[src/rtl/chm_pkg.sv]
package chm_pkg;
  parameter int unsigned PAYLOAD_W = 24;
  parameter int unsigned TAG_W     = 4;
  parameter int unsigned WORD_W    = PAYLOAD_W + TAG_W;
  typedef logic [WORD_W-1:0] word_t;
endpackage

[src/rtl/chm_slot_counter.sv]
module chm_slot_counter #(
  parameter int unsigned N_CH  = 4,
  parameter int unsigned SEL_W = 2
) (
  input  logic             clk,
  input  logic             rst_n,
  input  logic             adv,
  output logic [SEL_W-1:0] sel
);
  localparam logic [SEL_W-1:0] LAST = SEL_W'(N_CH - 1);

  logic [SEL_W-1:0] sel_nxt;

  always_comb begin
    sel_nxt = sel;
    if (adv) begin
      if (sel == LAST) sel_nxt = '0;
      else             sel_nxt = sel + 1'b1;
    end
  end

  always_ff @(posedge clk or negedge rst_n) begin
    if (!rst_n) sel <= '0;
    else        sel <= sel_nxt;
  end

  p_sel_range_r2: assert property (@(posedge clk) disable iff (!rst_n)
    sel <= LAST);
  p_wrap_r2: assert property (@(posedge clk) disable iff (!rst_n)
    (adv && sel == LAST) |=> (sel == '0));
  p_stall_r8: assert property (@(posedge clk) disable iff (!rst_n)
    !adv |=> $stable(sel));
endmodule

[src/rtl/chm_hold_reg.sv]
module chm_hold_reg
  import chm_pkg::*;
(
  input  logic  clk,
  input  logic  rst_n,
  input  word_t in_word,
  input  logic  in_valid,
  input  logic  in_sync,
  input  logic  take,
  output word_t hold_word,
  output logic  hold_valid,
  output logic  hold_sync,
  output logic  overrun
);
  logic load;
  logic valid_nxt;
  logic err_nxt;

  always_comb begin
    load      = in_valid && (!hold_valid || take);
    valid_nxt = hold_valid;
    if (load)      valid_nxt = 1'b1;
    else if (take) valid_nxt = 1'b0;
    err_nxt   = overrun || (in_valid && hold_valid && !take);
  end

  always_ff @(posedge clk or negedge rst_n) begin
    if (!rst_n) begin
      hold_valid <= 1'b0;
      overrun    <= 1'b0;
    end else begin
      hold_valid <= valid_nxt;
      overrun    <= err_nxt;
    end
  end

  always_ff @(posedge clk or negedge rst_n) begin
    if (!rst_n) begin
      hold_word <= '0;
      hold_sync <= 1'b0;
    end else if (load) begin
      hold_word <= in_word;
      hold_sync <= in_sync;
    end
  end

  p_err_sticky_r6: assert property (@(posedge clk) disable iff (!rst_n)
    overrun |=> overrun);
  p_keep_r8: assert property (@(posedge clk) disable iff (!rst_n)
    (hold_valid && !take) |=> (hold_valid && $stable(hold_word) && $stable(hold_sync)));
endmodule

[src/rtl/chm_word_mux.sv]
module chm_word_mux
  import chm_pkg::*;
#(
  parameter int unsigned N_CH  = 4,
  parameter int unsigned SEL_W = 2
) (
  input  logic [SEL_W-1:0]             sel,
  input  logic [N_CH-1:0][WORD_W-1:0]  words,
  input  logic [N_CH-1:0]              valids,
  input  logic [N_CH-1:0]              syncs,
  output word_t                        word,
  output logic                         valid,
  output logic                         sync
);
  always_comb begin
    word  = '0;
    valid = 1'b0;
    sync  = 1'b0;
    for (int c = 0; c < int'(N_CH); c++) begin
      if (sel == SEL_W'(c)) begin
        word  = words[c];
        valid = valids[c];
        sync  = syncs[c];
      end
    end
  end
endmodule

[src/rtl/chan_merge.sv]
module chan_merge
  import chm_pkg::*;
#(
  parameter int unsigned N_CH = 4
) (
  input  logic                     clk,
  input  logic                     rst_n,
  input  logic [N_CH*WORD_W-1:0]   in_words,
  input  logic [N_CH-1:0]          in_valid,
  input  logic [N_CH-1:0]          in_sync,
  input  logic                     fifo_full,
  output logic [WORD_W-1:0]        out_data,
  output logic                     out_wr,
  output logic [N_CH-1:0]          ovr_err
);
  localparam int unsigned SEL_W = (N_CH > 1) ? $clog2(N_CH) : 1;

  logic [1:0]                rst_pipe;
  logic                      rst_int_n;
  logic                      adv;
  logic [SEL_W-1:0]          sel;
  logic [N_CH-1:0]           take;
  logic [N_CH-1:0][WORD_W-1:0] hold_words;
  logic [N_CH-1:0]           hold_valids;
  logic [N_CH-1:0]           hold_syncs;
  word_t                     mux_word;
  logic                      mux_valid;
  logic                      mux_sync;

  always_ff @(posedge clk or negedge rst_n) begin
    if (!rst_n) rst_pipe <= 2'b00;
    else        rst_pipe <= {rst_pipe[0], 1'b1};
  end
  assign rst_int_n = rst_pipe[1];

  assign adv = !fifo_full;

  chm_slot_counter #(.N_CH(N_CH), .SEL_W(SEL_W)) u_cnt (
    .clk   (clk),
    .rst_n (rst_int_n),
    .adv   (adv),
    .sel   (sel)
  );

  for (genvar c = 0; c < N_CH; c++) begin : g_lane
    assign take[c] = adv && (sel == SEL_W'(c));
    chm_hold_reg u_hold (
      .clk        (clk),
      .rst_n      (rst_int_n),
      .in_word    (in_words[c*WORD_W +: WORD_W]),
      .in_valid   (in_valid[c]),
      .in_sync    (in_sync[c]),
      .take       (take[c]),
      .hold_word  (hold_words[c]),
      .hold_valid (hold_valids[c]),
      .hold_sync  (hold_syncs[c]),
      .overrun    (ovr_err[c])
    );
  end

  chm_word_mux #(.N_CH(N_CH), .SEL_W(SEL_W)) u_mux (
    .sel    (sel),
    .words  (hold_words),
    .valids (hold_valids),
    .syncs  (hold_syncs),
    .word   (mux_word),
    .valid  (mux_valid),
    .sync   (mux_sync)
  );

  assign out_wr   = mux_valid && !mux_sync && adv;
  assign out_data = mux_word;

  p_wr_nonsync_r3: assert property (@(posedge clk) disable iff (!rst_int_n)
    out_wr |-> !mux_sync);
  p_no_wr_full_r8: assert property (@(posedge clk) disable iff (!rst_int_n)
    fifo_full |-> !out_wr);
  p_wr_held_r9: assert property (@(posedge clk) disable iff (!rst_int_n)
    out_wr |-> $onehot0(take & hold_valids) && (take & hold_valids) != '0);
  p_single_write_r5: assert property (@(posedge clk) disable iff (!rst_int_n)
    (out_wr && !in_valid[sel]) |=> !(hold_valids[$past(sel)]));
endmodule

[config.mk]
export PLATFORM = sky130hd
export DESIGN_NAME = chan_merge
export DESIGN_NICKNAME = d
export VERILOG_FILES = /design/src/rtl/chm_pkg.sv /design/src/rtl/chm_slot_counter.sv /design/src/rtl/chm_hold_reg.sv /design/src/rtl/chm_word_mux.sv /design/src/rtl/chan_merge.sv
export SDC_FILE = /design/constraint.sdc
export NUM_CORES = 1
export LEC_CHECK = 0
export ABC_AREA = 1
export ABC_CLOCK_PERIOD_IN_PS = 11800
export CORE_MARGIN = 4
export CORE_UTILIZATION = 50
export CTS_CLUSTER_SIZE = 40
export DETAILED_ROUTE_END_ITERATION = 7
export PLACE_DENSITY_LB_ADDON = 0.1
export SYNTH_ARGS = -nofsm -noshare
export SYNTH_HDL_FRONTEND = slang
export SYNTH_HIERARCHICAL = 1
export SYNTH_SLANG_ARGS = --single-unit
[constraint.sdc]
create_clock -name clk -period 11.8 [get_ports clk]
set_input_delay 2.36 -clock clk [delete_from_list [all_inputs] [get_ports clk]]
set_output_delay 2.36 -clock clk [all_outputs]
set_load 0.03 [all_outputs]
# After elaboration in Yosys (flattened, before gate mapping)
# Cells that the tools add are included.
word_totals:
  regBits: 128
  latchBits: 0
  mem_bits_rw: 0
  romBits: 0
  input_bits: 123
  out_inout_bits: 33
  n_memories: 0
op_classes:
  n_addsub: 1
  multipliers: 0
  div: 0
  magnitude_cmp: 0
  n_eq_ne: 3
  shift: 0
  n_mux: 21
  bitwise: 0
  reduce_logical: 41
op_table:
  columns: ["op", "count"]
  rows:
  - ["2-to-1 mux 28 bit", 4]
  - ["logical AND 1 bit", 18]
  - ["2-to-1 mux 1 bit", 16]
  - ["logical NOT 1 bit", 10]
  - ["logical OR 1 bit", 8]
  - ["nonzero test 2 bit", 4]
  - ["equality test 2 bit, second input constant", 2]
  - ["adder 2 x 1 -> 2 bit, second input constant", 1]
  - ["equality test 2 x 1 -> 1 bit, second input constant", 1]
  - ["logical NOT 2 bit", 1]
  - ["2-to-1 mux 2 bit", 1]

# Depth between registers and ports, before layout
# Gate-level depths: netlist (run 1).
depth:
  ltp_word: 8
  ltp_mapped: 10
  ltp_nobuf: 8

# Cells and area by module
# Netlist (run 1), hierarchy kept.
by_module_without_submodules:
  columns: ["module", "instances", "cells_per_inst", "area_per_inst_um2"]
  rows:
  - ["chm_hold_reg", 4, 133, 1219.9]
  - ["chm_word_mux", 1, 176, 989.7]
  - ["chan_merge", 1, 14, 95.1]
  - ["chm_slot_counter", 1, 11, 92.6]

# Worst setup path after synthesis (run 1)
# OpenSTA, ideal clock, no wires.
synth_timing:
  kind: "in2out"
  startpoint: "input fifo_full"
  endpoint: "output out_wr"
  arrival_ns: 2.877
  path_slack_ns: 6.563
  stages: 3
  path_buffers: 0
  path_cell_list: "inv_2 nand2_1 nor2_1"
synth_via:
  elab_chain_cells: 2
synth_rtl:
  columns: ["item", "line", "source"]
  rows:
  - ["start, declared", "chan_merge.sv:11", "input logic fifo_full,"]
  - ["logical NOT 1 bit", "chan_merge.sv:36", "assign adv = !fifo_full;"]
  - ["logical AND 1 bit", "chan_merge.sv:71", "assign out_wr = mux_valid && !mux_sync && adv;"]
  - ["end, declared", "chan_merge.sv:13", "output logic out_wr,"]
# No other way between the ends.

# Final worst setup path (run 1)
layout_timing:
  startpoint: "input fifo_full"
  endpoint: "output out_wr"
layout_via:
  elab_chain_cells: 2
layout_rtl:
  columns: ["item", "line", "source"]
  rows:
  - ["logical NOT 1 bit", "chan_merge.sv:36", null]
  - ["via adv", "chan_merge.sv:20", "logic adv;"]
  - ["logical AND 1 bit", "chan_merge.sv:71", null]
# The timed path passes the listed nets, and every way through them passes these cells.

==> reports/qor.yml, run 1 <==
grt_use_total_pct: 27.5
die_w_um: 118
wl_met1_um: 7880
hold_slack_ps: 358
cts_setup_buffers: 0
layoutNonFillerInstCount: 1010
synthArstFlopShare_pct: 100
power.density_nw_per_um2: 274
ys_seq_area_share_pct: 52.9
yosysMostFrequentCell: "nand2_1"
drive_gt1_share_pct: 5.07
postRouteAntennaNets: 0
synth_seq_cells: 128
wl_met3_um: 1610
gp_congestion: 0.823
yosysWarnings: 6
dr_wl_met2_um: 8910
cts.clk_slew.worst_paths_ps: 50
worst_pin_slew_ps: 1260
grt_pass1_wl_um: 30500
die_h_um: 118
syn_inst: 733
finalCritPeriodShare_pct: 51.7
core_um2: 11600
grt_max_degree: 66
power.leakage_nw: 3.86
num_vias: 5738
layout_min_cycle_time_ps: 6100
numCtsBuffers: 17
relSlewSlack_pct: 16.0
drv_cap: 0
top_layer_used: "met4"
start_util_pct: 52.2
fp.dieArea_um2: 13900
diodes: 0
hold_violations: 0
fin_skew_ps: 8.94
hold_class: "register to register"
dp_cells: 979
filler_cell_count: 959
dp_hpwl_um: 11800
antenna_found_initial: 0
cts_htree_levels: 4
cp.required_ps: 9440
cts_hold_buf: 0
routedWlPerCell_um: 18.4
io_pins: 156
wirelength_um: 18600
synth_nets: 857
rsz0062_at_grt: "false"
dr.pass1.iters: 6
synth.area.top_cells: "dfrtp_1 53%, nand2_1 17%, nand3_1 17%"
syn_to_final_growth_pct: 32.2
vias_per_cell: 5.68
holdPathStages: 0
ys_types: 17
io_buffer_count: 155
status: "completed"
worstPathMaxFanout: 6
critPathLaunchType: "primary input"
synthTopCellsByCount: "279 x nand2_1, 206 x nand3_1, 128 x dfrtp_1, 30 x nand4_1, 25 x buf_2"
power_mw: 2.20
syn_avg_cell_area_um2: 8.26
cts-resized-gates: 0
drt_iter0_markers: 616
overflow: 0
final_nets: 979
crit_type: "primary input to primary output"
syn-cell-area_um2: 6060
fin_ws_ps: 5700
clock_sinks: 128
grt_pass1_vias: 5894
clock_latency_ps: 400
drcViolationCount: 0
synthFlopType: "dfrtp_1"
fin_tns_setup_ps: 0
setup_viol: 0
cts_root_buf: "clkbuf_16"
cts_buffer_depth: 2
synth_area_leader_cell: "dfrtp_1"
cts_tree: "done"
arrival_ps: 3740
ir_worst_vdd_mv: 0.157
r2r_cells: 7
place_ws_ps: 5740
synth_edf_count: 0
slew_viol_final: 0
endpoint_kind: "primary output"
netlist.area_leader.share_pct: 52.9
rows: 39
fmax_mhz: 164
==> placed cells by master, fill, tap and decap left out, drive strengths merged <==
cell type      count
conb               1
ha                 1
bufinv             3
clkbuf            24
buf                7
o21bai             4
inv               14
nand2            283
nand3            206
nand4             30
clkinv             4
nor2               7
clkdlybuf4s50    155
dfrtp            128
==> report_power, final <==
group / leakage (nW) / total (mW) / internal (mW) / switching (mW)
Clock: 0.288 / 0.519 / 0.341 / 0.179
Combinational: 2.01 / 0.899 / 0.327 / 0.572
Sequential: 1.56 / 0.777 / 0.631 / 0.146
Total: 3.86 / 2.20 / 1.30 / 0.896
==> cells by family after synthesis <==
group,synth area share (%)
buffers and inverters,7.83
adder cells (fa/ha/maj),0.207
AND/OR/NAND/NOR,38.5
AO/OA/AOI/OAI,0.496
other,0.0619
flip-flops,52.9
==> routing by layer <==
layer  global-route usage (%)  up-vias
met5                        0        -
met4                     7.77        0
met3                     7.11       16
met2                     44.0      295
met1                     37.2     2757
li1                         -     2670
==> registers in the layout, summed over array words and instances, names as in the netlist <==
register	cells
g_lane.u_hold/hold_word	112
rst_pipe	2
g_lane.u_hold/hold_sync	4
g_lane.u_hold/hold_valid	4
g_lane.u_hold/overrun	4
u_cnt/sel	2
==> metrics by stage <==
step / cell area (um2) / utilization, %
2_1_floorplan: 6060 / -
4_1_cts: 8010 / 68.9
3_3_place_gp: 7420 / 63.9
5_1_grt: 8010 / 68.9
3_5_place_dp: 7420 / 63.9
6_report: 8010 / 68.9
==> final cells by class <==
type,instances,area [um2],area share [%]
clock buffers,24,472,5.89
repair buffers,162,1600,20.0
flip-flops and latches,128,3210,40.1
well taps,143,179,2.23
clock inverters,7,110,1.38
multi-input cells,532,2380,29.7
inverters,14,52.6,0.656
==> worst max-delay path, stage by stage <==
cell and delay, ps:
clkdlybuf4s50_1 410, inv_2 110, nand2_1 60, nor2_1 110, clkdlybuf4s50_1 680
==> final timing paths <==
path	start	end	slack, ps
worst min register to register	rst_pipe[0]	rst_pipe[1]	360
worst max register to register	u_cnt/sel[0]	g_lane[3].u_hold/hold_word[16]	8800
worst max-delay path	fifo_full	out_wr	5700
min in group asynchronous	rst_pipe[1]	g_lane[1].u_hold/hold_word[25]	420
max in group asynchronous	rst_n	rst_pipe[1]	9550
worst min-delay path	rst_pipe[0]	rst_pipe[1]	360
(Power assumes the default switching activity.)
==> run 2: changes to the inputs <==
- ABC_CLOCK_PERIOD_IN_PS: 11800 -> 6300
- CORE_UTILIZATION: 50 -> 49
- clock period: 11.8 -> 6.3 ns (I/O delays scaled with it)
==> run 2 against run 1 <==
Final cell count is 2.2% higher; sequential cell count stayed put; combinational power is 90% higher; setup slack worse by 3600 ps; worst hold slack worse by 1.6 ps; global-route usage is 0.21 points lower; utilization is 3.0 points lower; non-clock buffer count stayed put; sequential share of layout area is 0.26 points higher; sequential power is 84% higher; total power is 81% higher; critical path depth is 1 higher; largest cell class unchanged.
==> reports/qor.yml, run 2 (synthesis gave the netlist of run 1 again) <==
dp_hpwl_um: 12200
setup_viol: 0
power.density_nw_per_um2: 501
die_w_um: 119
io_pins: 156
layout_commonest_cell: "nand2_1"
cts_htree_levels: 4
grtUsageMet1_pct: 36.6
fin_tns_setup_ps: 0
hold_class: "register to register"
final_cell_mix: "279 x nand2_1, 206 x nand3_1, 155 x clkdlybuf4s50_1"
gp_congestion: 0.871
num_vias: 5752
stdcell_area_um2: 7950
cts_buffer_depth: 2
largest_register_ffs: 112
io_buffer_count: 155
wirelength_um: 18800
status: "completed"
crit_type: "register to primary output"
rows: 40
finalCritPeriodShare_pct: 66.6
drive_gt1_share_pct: 4.51
layout_min_cycle_time_ps: 4190
rsz0062_at_grt: "false"
grt_max_degree: 81
clock_sinks: 128
postRouteAntennaNets: 0
fmax_mhz: 238
drv_cap: 0
regArea_um2: 3210
slew_viol_final: 0
drt_iter0_markers: 632
worstPathMaxFanout: 67
multi_input_comb_area_um2: 2380
arrival_ps: 2930
syn_to_final_growth_pct: 31.3
cts_tree: "done"
grt_pass1_wl_um: 30400
critPathLaunchType: "register"
drcViolationCount: 0
core_um2: 12100
cts_root_buf: "clkbuf_16"
hold_violations: 0
diodes: 0
endpoint_kind: "primary output"
overflow: 0
cts.clk_slew.worst_paths_ps: 50
antenna_found_initial: 0
grt_pass1_vias: 5954
cts-resized-gates: 0
hold_slack_ps: 356
regMostFlops: "g_lane.u_hold/hold_word"
cts_setup_buffers: 0
grt.met3_usage_pct: 6.79
cts_hold_buf: 0
grt_use_total_pct: 27.3
r2r_slack_ps: 2840
routedWlPerCell_um: 18.3
final_nets: 979
die_h_um: 119
dp_cells: 1004
power.leakage_nw: 3.81
numCtsBuffers: 17
relSlewSlack_pct: 21.5
use_met2_pct: 43.6
start_util_pct: 50.2
ir_worst_vdd_mv: 0.254
fin_skew_ps: 6.29
vias_per_cell: 5.57
fp.dieArea_um2: 14200
clock_latency_ps: 410
busiest_layer: "met2"
layoutNonFillerInstCount: 1032
filler_cell_count: 1035
worst_pin_slew_ps: 1170
cp.required_ps: 5040
placed_cell_area_um2: 7460
dr.pass1.iters: 5
==> run 2: cell count changes in the layout (fill, tap and decap cells not counted), sizes merged <==
cell / before / now
clkinv: 4 / 1
bufinv: 3 / 0
clkbuf: 24 / 27
==> run 2: critical path, stage by stage, from the launching register on <==
cell	delay, ps
dfrtp_2	330
buf_4	580
inv_2	500
nand3_1	170
nand4_1	90
nor2_1	130
clkdlybuf4s50_1	680
==> run 2: final cells by class <==
class | instances | area share [%]
multi-input cells | 532 | 29.9
clock buffers | 27 | 6.20
inverters | 14 | 0.661
flip-flops and latches | 128 | 40.3
well taps | 168 | 2.64
clock inverters | 1 | 0.0629
repair buffers | 162 | 20.2
==> run 2: path summary, 6_finish.rpt <==
| kind | startpoint | endpoint | cells after the start |
|---|---|---|---|
| hold / removal | rst_pipe[0] | rst_pipe[1] | 0 |
| min in group asynchronous | rst_pipe[1] | g_lane[1].u_hold/hold_word[17] | 0 |
| hold reg to reg | rst_pipe[0] | rst_pipe[1] | 0 |
| max in group asynchronous | rst_pipe[1] | u_cnt/sel[0] | 1 |
| setup / recovery | u_cnt/sel[0] | out_wr | 6 |
| setup reg to reg | u_cnt/sel[1] | g_lane[2].u_hold/hold_word[12] | 8 |
==> run 2: metal layers <==
layer | share of wire (%) | vias up
met5 | 0 | -
met4 | 1.8 | 0
met3 | 8.2 | 33
met2 | 48 | 281
met1 | 42 | 2775
li1 | - | 2663
==> run 2: where the power goes <==
| part | switching (mW) | internal [mW] | total (mW) |
|---|---|---|---|
| sequential | 0.247 | 1.18 | 1.43 |
| clock | 0.318 | 0.524 | 0.841 |
| combinational | 1.10 | 0.613 | 1.71 |
| total | 1.66 | 2.32 | 3.98 |
==> run 2: metrics by stage <==
stage                     power, mW  setup WS (ps)  util (%)
after global placement         3.08           2460      61.8
after detailed placement       3.13           2410      61.8
final                          3.98           2110      65.9
after floorplan                2.57           2470         -
after global routing           4.24           1950      65.9
after CTS                      3.99           2130      65.9
